## src/rtl/dpr_pkg.sv

```systemverilog
package dpr_pkg;

   typedef enum logic {
      ECC_HALVES = 1'b0,
      ECC_SYMBOL = 1'b1
   } ecc_mode_e;

   localparam int SEL_W = 2;
   typedef logic [SEL_W-1:0] dsel_t;

   localparam dsel_t SEL_NONE = 2'b00;
   localparam dsel_t SEL_LO   = 2'b01;
   localparam dsel_t SEL_HI   = 2'b10;
   localparam dsel_t SEL_BOTH = 2'b11;

   typedef struct packed {
      dsel_t sel;
      logic  cfg_err;
      logic  res_err;
   } verdict_t;

endpackage

```

## src/rtl/dpr_slot_count.sv

```systemverilog
module dpr_slot_count #(
   parameter int NSLOT = 2
) (
   input  logic [NSLOT-1:0] present,
   output logic             none_fitted,
   output logic             one_fitted
);
   localparam int CNT_W = $clog2(NSLOT + 1);

   logic [CNT_W-1:0] partial [NSLOT+1];

   assign partial[0] = '0;

   generate
      for (genvar s = 0; s < NSLOT; s++) begin : g_acc
         assign partial[s+1] = partial[s] + CNT_W'(present[s]);
      end
   endgenerate

   assign none_fitted = (partial[NSLOT] == '0);
   assign one_fitted  = (partial[NSLOT] == CNT_W'(1));
endmodule

```

## src/rtl/dpr_halfword_pick.sv

```systemverilog
module dpr_halfword_pick
   import dpr_pkg::*;
#(
   parameter int POS_W   = 6,
   parameter int RES_MAX = 3
) (
   input  logic [POS_W-1:0] low_valid_pos,
   input  logic             addr_b3,
   output dsel_t            sel,
   output logic             res_err
);
   localparam int POS_TOP = (1 << POS_W) - 1;

   logic fine_enough;

   generate
      if (RES_MAX >= POS_TOP) begin : g_always_fine
         assign fine_enough = 1'b1;
      end else begin : g_window
         localparam logic [POS_W-1:0] LIMIT = POS_W'(RES_MAX);
         assign fine_enough = (low_valid_pos <= LIMIT);
      end
   endgenerate

   always_comb begin
      if (!fine_enough) begin
         sel     = SEL_NONE;
         res_err = 1'b1;
      end else begin
         sel     = addr_b3 ? SEL_HI : SEL_LO;
         res_err = 1'b0;
      end
   end
endmodule

```

## src/rtl/dpr_symbol_pick.sv

```systemverilog
module dpr_symbol_pick
   import dpr_pkg::*;
#(
   parameter int HI_W           = 8,
   parameter int DATA_HALF_MAX  = 63,
   parameter int CHECK_HALF_MAX = 7
) (
   input  logic            correctable,
   input  logic            sym_is_data,
   input  logic [HI_W-1:0] sym_hi_bit,
   output dsel_t           sel
);
   localparam logic [HI_W-1:0] DATA_LIM  = HI_W'(DATA_HALF_MAX);
   localparam logic [HI_W-1:0] CHECK_LIM = HI_W'(CHECK_HALF_MAX);

   logic in_low_data;
   logic in_low_check;
   logic in_low;

   assign in_low_data  = sym_is_data  && (sym_hi_bit <= DATA_LIM);
   assign in_low_check = !sym_is_data && (sym_hi_bit <= CHECK_LIM);
   assign in_low       = in_low_data || in_low_check;

   always_comb begin
      if (!correctable) begin
         sel = SEL_BOTH;
      end else if (in_low) begin
         sel = SEL_LO;
      end else begin
         sel = SEL_HI;
      end
   end
endmodule

```

## src/rtl/dpr_result_stage.sv

```systemverilog
module dpr_result_stage
   import dpr_pkg::*;
(
   input  logic     clk,
   input  logic     rst_n,
   input  logic     take,
   input  verdict_t next_verdict,
   output logic     strobe,
   output verdict_t verdict
);
   always_ff @(posedge clk or negedge rst_n) begin
      if (!rst_n) begin
         strobe  <= 1'b0;
         verdict <= '0;
      end else begin
         strobe  <= take;
         verdict <= take ? next_verdict : '0;
      end
   end
endmodule

```

## src/rtl/dimm_pair_resolver.sv

```systemverilog
module dimm_pair_resolver
   import dpr_pkg::*;
#(
   parameter int POS_W          = 6,
   parameter int HI_W           = 8,
   parameter int RES_MAX        = 3,
   parameter int DATA_HALF_MAX  = 63,
   parameter int CHECK_HALF_MAX = 7
) (
   input  logic              clk,
   input  logic              rst_n,
   input  logic              in_valid,
   input  logic [1:0]        dimm_present,
   input  logic              ecc_mode,
   input  logic [POS_W-1:0]  low_valid_pos,
   input  logic              addr_b3,
   input  logic              correctable,
   input  logic              sym_is_data,
   input  logic [HI_W-1:0]   sym_hi_bit,
   output logic              out_valid,
   output logic [1:0]        dimm_sel,
   output logic              err_cfg,
   output logic              err_res
);
   localparam int NSLOT = 2;

   generate
      if (POS_W < 2 || POS_W > 16) begin : g_bad_pos_w
         $error("POS_W out of supported range");
      end
      if (HI_W < 1 || HI_W > 16) begin : g_bad_hi_w
         $error("HI_W out of supported range");
      end
      if (RES_MAX < 0) begin : g_bad_res
         $error("RES_MAX must not be negative");
      end
      if (DATA_HALF_MAX < 0 || DATA_HALF_MAX >= (1 << HI_W)) begin : g_bad_data
         $error("DATA_HALF_MAX does not fit in HI_W bits");
      end
      if (CHECK_HALF_MAX < 0 || CHECK_HALF_MAX >= (1 << HI_W)) begin : g_bad_check
         $error("CHECK_HALF_MAX does not fit in HI_W bits");
      end
   endgenerate

   logic      none_fitted;
   logic      one_fitted;
   dsel_t     half_sel;
   logic      half_res_err;
   dsel_t     sym_sel;
   verdict_t  next_verdict;
   verdict_t  held;
   ecc_mode_e mode;

   assign mode = ecc_mode_e'(ecc_mode);

   dpr_slot_count #(.NSLOT(NSLOT)) i_count (
      .present     (dimm_present),
      .none_fitted (none_fitted),
      .one_fitted  (one_fitted)
   );

   dpr_halfword_pick #(.POS_W(POS_W), .RES_MAX(RES_MAX)) i_half (
      .low_valid_pos (low_valid_pos),
      .addr_b3       (addr_b3),
      .sel           (half_sel),
      .res_err       (half_res_err)
   );

   dpr_symbol_pick #(
      .HI_W           (HI_W),
      .DATA_HALF_MAX  (DATA_HALF_MAX),
      .CHECK_HALF_MAX (CHECK_HALF_MAX)
   ) i_sym (
      .correctable (correctable),
      .sym_is_data (sym_is_data),
      .sym_hi_bit  (sym_hi_bit),
      .sel         (sym_sel)
   );

   always_comb begin
      next_verdict = '0;
      if (none_fitted) begin
         next_verdict.cfg_err = 1'b1;
      end else if (one_fitted) begin
         next_verdict.sel = SEL_LO;
      end else if (mode == ECC_HALVES) begin
         next_verdict.sel     = half_sel;
         next_verdict.res_err = half_res_err;
      end else begin
         next_verdict.sel = sym_sel;
      end
   end

   dpr_result_stage i_stage (
      .clk          (clk),
      .rst_n        (rst_n),
      .take         (in_valid),
      .next_verdict (next_verdict),
      .strobe       (out_valid),
      .verdict      (held)
   );

   assign dimm_sel = held.sel;
   assign err_cfg  = held.cfg_err;
   assign err_res  = held.res_err;
endmodule

```

## config.mk

```make
export PLATFORM = sky130hd
export DESIGN_NAME = dimm_pair_resolver
export DESIGN_NICKNAME = d
export VERILOG_FILES = /design/src/rtl/dpr_pkg.sv /design/src/rtl/dpr_slot_count.sv /design/src/rtl/dpr_halfword_pick.sv /design/src/rtl/dpr_symbol_pick.sv /design/src/rtl/dpr_result_stage.sv /design/src/rtl/dimm_pair_resolver.sv
export SDC_FILE = /design/constraint.sdc
export NUM_CORES = 1
export LEC_CHECK = 0
export ABC_AREA = 1
export CAP_MARGIN = 10
export CORE_AREA = 5 5 42 44
export DETAILED_ROUTE_END_ITERATION = 8
export DIE_AREA = 0 0 47 49
export DONT_BUFFER_PORTS = 1
export GPL_ROUTABILITY_DRIVEN = 1
export GPL_TIMING_DRIVEN = 0
export PLACE_DENSITY = 0.3
export SYNTH_ARGS = -nofsm -noshare
export SYNTH_HDL_FRONTEND = slang
export SYNTH_SLANG_ARGS = --single-unit
export TNS_END_PERCENT = 1
```

## constraint.sdc

```tcl
create_clock -name clk -period 0.8 [get_ports clk]
set_input_delay 0.04 -clock clk [delete_from_list [all_inputs] [get_ports clk]]
set_output_delay 0.04 -clock clk [all_outputs]
set_load 0.05 [all_outputs]
```

* Word level (Yosys, flattened, before mapping)
Cells that the tools add are included.
** Storage, ports and cells
- Register bits after elaboration :: 5
- Input bits :: 23
- Output and inout port bits :: 5
- Word-level logic and storage cells :: 27
** Cells by class
- Add/subtract/negate cells :: 1
- $lt $le $gt $ge :: 3
- Equal/unequal tests :: 1
- Mux-type cells :: 13
- Reduce and logical (&&, ||, !) cells :: 5
** Operators with widths (number)
- two-way mux 2 bit :: 7
- <= comparator 8 x 3 -> 1 bit (second input constant) :: 1
- <= comparator 8 x 6 -> 1 bit (second input constant) :: 1
- <= comparator 6 x 2 -> 1 bit (second input constant) :: 1
- two-way mux 1 bit :: 5
- two-way mux 4 bit :: 1
- adder 1 x 1 -> 2 bit :: 1
- equality test 2 x 1 -> 1 bit (second input constant) :: 1
- logical AND 1 bit :: 2
- logical NOT 2 bit :: 1
- logical NOT 1 bit :: 1
- logical OR 1 bit :: 1

* Logic depth before layout (Yosys ltp)
- Depth in word-level cells :: 9
- Mapped depth :: 7
- Depth with buffers taken out :: 7

* Modules after synthesis
From an unflattened synthesis, not the netlist that was laid out.
** Second synthesis, totals
- Cell total of the unflattened synthesis :: 45
- Area, all modules :: 300.3 µm²
** By module, submodules not included
- dpr_result_stage :: instances 1, cells each 13, area an instance 155.1 µm², sequential area each 125.1 µm²
- dimm_pair_resolver :: instances 1, cells each 14, area an instance 60.1 µm², sequential area each 0.0 µm²
- dpr_symbol_pick :: instances 1, cells each 9, area an instance 42.5 µm², sequential area each 0.0 µm²
- dpr_halfword_pick :: instances 1, cells each 6, area an instance 22.5 µm², sequential area each 0.0 µm²
- dpr_slot_count :: instances 1, cells each 3, area an instance 20.0 µm², sequential area each 0.0 µm²

* Least setup slack after synthesis
OpenSTA, ideal clock, no wires.
- Path kind :: input to register
- From :: input dimm_present[0]
- To :: register i_stage.verdict[0] (netlist bit)
- Library setup time :: 0.088 ns
- Arrival :: 0.652 ns
- Required time :: 0.712 ns
- Slack :: 0.060 ns
- Stages :: 5
- Buffers on the path :: 0
- Cells stage by stage :: inv_1 ha_1 nor2_1 nand2_1 nor3b_1
** On the way
- Cells in the longest elaborated chain, start to end :: 5
- Elaborated cells between the ends (all ways) :: 6
- Those cells by class :: add/sub (1); eq/ne (1); mux (3); reduce/logical (1)
** RTL lines
- start: declaration :: line dimm_pair_resolver.sv:13 : input logic [1:0] dimm_present,
- adder 1 x 1 -> 2 bit (*) :: line dpr_slot_count.sv:16 : assign partial[s+1] = partial[s] + CNT_W'(present[s]);
- equality test 2 x 1 -> 1 bit :: line dpr_slot_count.sv:21 : assign one_fitted = (partial[NSLOT] == CNT_W'(1));
- two-way mux 1 bit :: line dimm_pair_resolver.sv:84 : end else if (one_fitted) begin
- two-way mux 1 bit (*) :: line dimm_pair_resolver.sv:82 : if (none_fitted) begin
- two-way mux 4 bit (*) :: line dpr_result_stage.sv:17 : verdict <= take ? next_verdict : '0;
- end signal: assignment :: line dpr_result_stage.sv:17
- end: declaration :: line dpr_result_stage.sv:9 : output verdict_t verdict
Every way passes the cells marked *; elsewhere a longest branch is shown, timed or not.

* Final worst setup path
- From :: register i_stage.verdict[1] (netlist bit)
- To :: output err_cfg
** RTL lines
- end: declaration :: line dimm_pair_resolver.sv:22 : output logic err_cfg,
No word-level cell between the ends.

==> flow_summary.toml <==
[status]
outcome = "finished, final reports clean"

[timing]
post-route-min-period_ps = 778
post-route-period-util_pct = 97.3
report.final.hold_viol_count = 0
final_setup_violation_count = 0
rsz_0062_raised_after_global_routing = "false"
slew_headroom_pct = 83.0
whs_ps = 51.1
timing.fmax_mhz = 1280
finalMaxSlewViolations = 0
worst_pin_slew_ps = 255

[global_routing]
grtUsageMet1_pct = 5.73
gr-usage-all-layers_pct = 5.71
grt.met2_usage_pct = 7.92
overflow = 0
first_pass_grt_wire_length_um = 910
number_of_global_route_vias_before_repair = 238
antenna_violations_before_repair = 0
globalRoute.busiestLayer = "met2"
groute.layer.met3.usage_pct = 1.85
maximum_number_of_pins_on_one_net_before_global_route_repair = 6

[critical_path]
cp_max_fanout = 1
setup.worst_path.start_class = "flip-flop"
critPathKind = "reg2out"
critical_path_arrival_ps = 740
end_kind = "primary output"
cp.required_ps = 760

[finish]
layout-area-overhead-vs-synth_pct = 32.0
drive_gt1_share_pct = 22.2
finalCoreUtilization_pct = 26.5
antennaDiodeCount = 0
multiInputGateArea_um2 = 124
nets = 71
filler_cell_count = 162
register_cell_area_after_layout_um2 = 131

[placement]
place.detailed.hpwl_um = 564
routabilityCongestion = 0.654
placement.io_buffers = 0

[die]
pin_count = 28
die_width_um = 47
core.rowCount = 14
die_height_um = 49
fp.dieArea_um2 = 2300
start_util_pct = 20.1
placeableCoreArea_um2 = 1400

[power]
cellPowerDensity_nw_per_um2 = 1810
p_sw_share_pct = 26.9
power.leakage_nw = 0.209
p_int_w = 0.000492
clock_power_share_pct = 40.8
p_total_w = 0.000673
combPwrFrac_pct = 11.0
vdd_drop_max_uv = 315
switching_power_w = 0.000181
pwr-share-seq_pct = 48.2

[synth]
sequential_fraction_of_the_synthesis_area_pct = 44.4
synth_cell_types = 12
adder_and_majority_cell_fraction_of_the_synthesized_area_pct = 8.89
synth_top_area_share_pct = 44.4
syn-cell-area_um2 = 282
post_synthesis_net_count = 63
syn-mean-instance-area_um2 = 7.41
synthesized_flop_and_latch_total = 5
synth_mux_area_share_pct = 0
synth_xor_area_share_pct = 0
netlist_instances = 38
yosys_warning_count = 0
synth_top_family_by_area = "simple AND/OR/NAND/NOR gates"
yosys.area.top_type = "sky130_fd_sc_hd__dfrtp_1"
synth-compound-area-share_pct = 7.11
synth_simple_gate_area_share_pct = 26.2
yosys-top-cells-area = "sky130_fd_sc_hd__dfrtp_1 (44%), sky130_fd_sc_hd__inv_1 (13%), sky130_fd_sc_hd__nand2_1 (12%)"

[routing]
detailroute.via_count = 254
detail-route-antenna-nets = 0
average_vias_per_placed_instance = 4.16
post-route-drc-count = 0
drt_wl_total_um = 621
wl_per_cell_um = 10.2
number_of_search_and_repair_iterations_in_the_first_detailed_routing_pass = 5
drt_iter0_drc = 6

[clock_tree]
clk_transition_reported_paths_ps = 40
numCtsBuffers = 3
cts_tree = "yes"
cts-htree-levels = 1
postCtsSetupBuffers = 0
max-clock-path-buffers = 2
clock_tree.root_cell = "sky130_fd_sc_hd__clkbuf_4"
clock_sink_count = 5

[hold_path]
min-delay-path-class = "in2reg"

[job]
maxCapViolCount = 0
power groups by stage:
stage | logic (W) | clock network [W] | registers [W]
finish | 0.0000742 | 0.000275 | 0.000324
global placement | 0.0000536 | 0 | 0.000325
detailed placement | 0.0000553 | 0 | 0.000326
global route | 0.0000868 | 0.000292 | 0.000325
floorplan | 0.0000460 | 0 | 0.000323
CTS | 0.0000735 | 0.000285 | 0.000325
final timing paths:
path,slack (ps),cells past startpoint,startpoint,endpoint
max,20,0,i_stage.verdict[1],err_cfg
min,50,2,dimm_present[1],i_stage.verdict[2]
max in group asynchronous,500,1,rst_n,i_stage.verdict[1]
min in group asynchronous,90,1,rst_n,i_stage.verdict[3]
timing repair:
item | CTS | global route
resized for setup | 5 | 2
endpoints found under the setup margin | 5 | 1
hold buffers | 3 | 0
endpoints found under the hold margin | 10 | 0
layout make-up:
class,count,area share (%)
inverter,10,10.1
tap,16,5.39
sequential,5,35.4
multi-input combinational,23,33.3
clock buffer,4,7.07
timing repair buffer,3,8.75
through the flow:
| stage | TNS, ps | instance area [um2] | std cells | setup WS [ps] |
|---|---|---|---|---|
| final | 0 | 372 | 61 | 21.7 |
| after global routing | 0 | 372 | 61 | 5.78 |
| after CTS | 0 | 364 | 61 | 7.92 |
| after detailed placement | -22.1 | 302 | 54 | -22.1 |
| after global placement | -49.3 | 302 | 54 | -49.3 |
| after floorplan | 0 | 282 | 38 | 59.8 |
placed cells by master, fill, tap and decap left out:
cell type                         n
sky130_fd_sc_hd__nor3b_2          1
sky130_fd_sc_hd__dlygate4sd3_1    2
sky130_fd_sc_hd__nand2_1          9
sky130_fd_sc_hd__o21ai_0          1
sky130_fd_sc_hd__dlymetal6s4s_1   1
sky130_fd_sc_hd__nor2_1           4
sky130_fd_sc_hd__ha_1             2
sky130_fd_sc_hd__dfrtp_2          5
sky130_fd_sc_hd__clkbuf_1         1
sky130_fd_sc_hd__clkbuf_4         3
sky130_fd_sc_hd__o21ai_1          2
sky130_fd_sc_hd__inv_1           10
sky130_fd_sc_hd__nor2_2           1
sky130_fd_sc_hd__a21oi_1          1
sky130_fd_sc_hd__nand4_1          1
sky130_fd_sc_hd__nand3_1          1
layer usage:
metal,vias to the layer above,part of all wire [%]
met1,108,34
met3,2,15
met5,-,0
met2,17,48
li1,127,-
met4,0,3.1
cell usage after synthesis (all sizes together):
cell	instances
ha	2
nand2	9
o21ai	3
inv	10
nor2	5
a21oi	1
nor3b	1
nand3	1
nand4	1
dfrtp	5
registers in the layout (all words and copies together), names as in the netlist:
| register | count |
|---|---|
| i_stage.strobe | 1 |
| i_stage.verdict | 4 |
logic make-up (layout without fill, tap and decap cells):
family,Yosys count,in the layout
fa+ha+maj,2,2
buf+inv,10,17
flops,5,5
simple gates,17,17
compound gates,4,4
(Power assumes the default switching activity.)
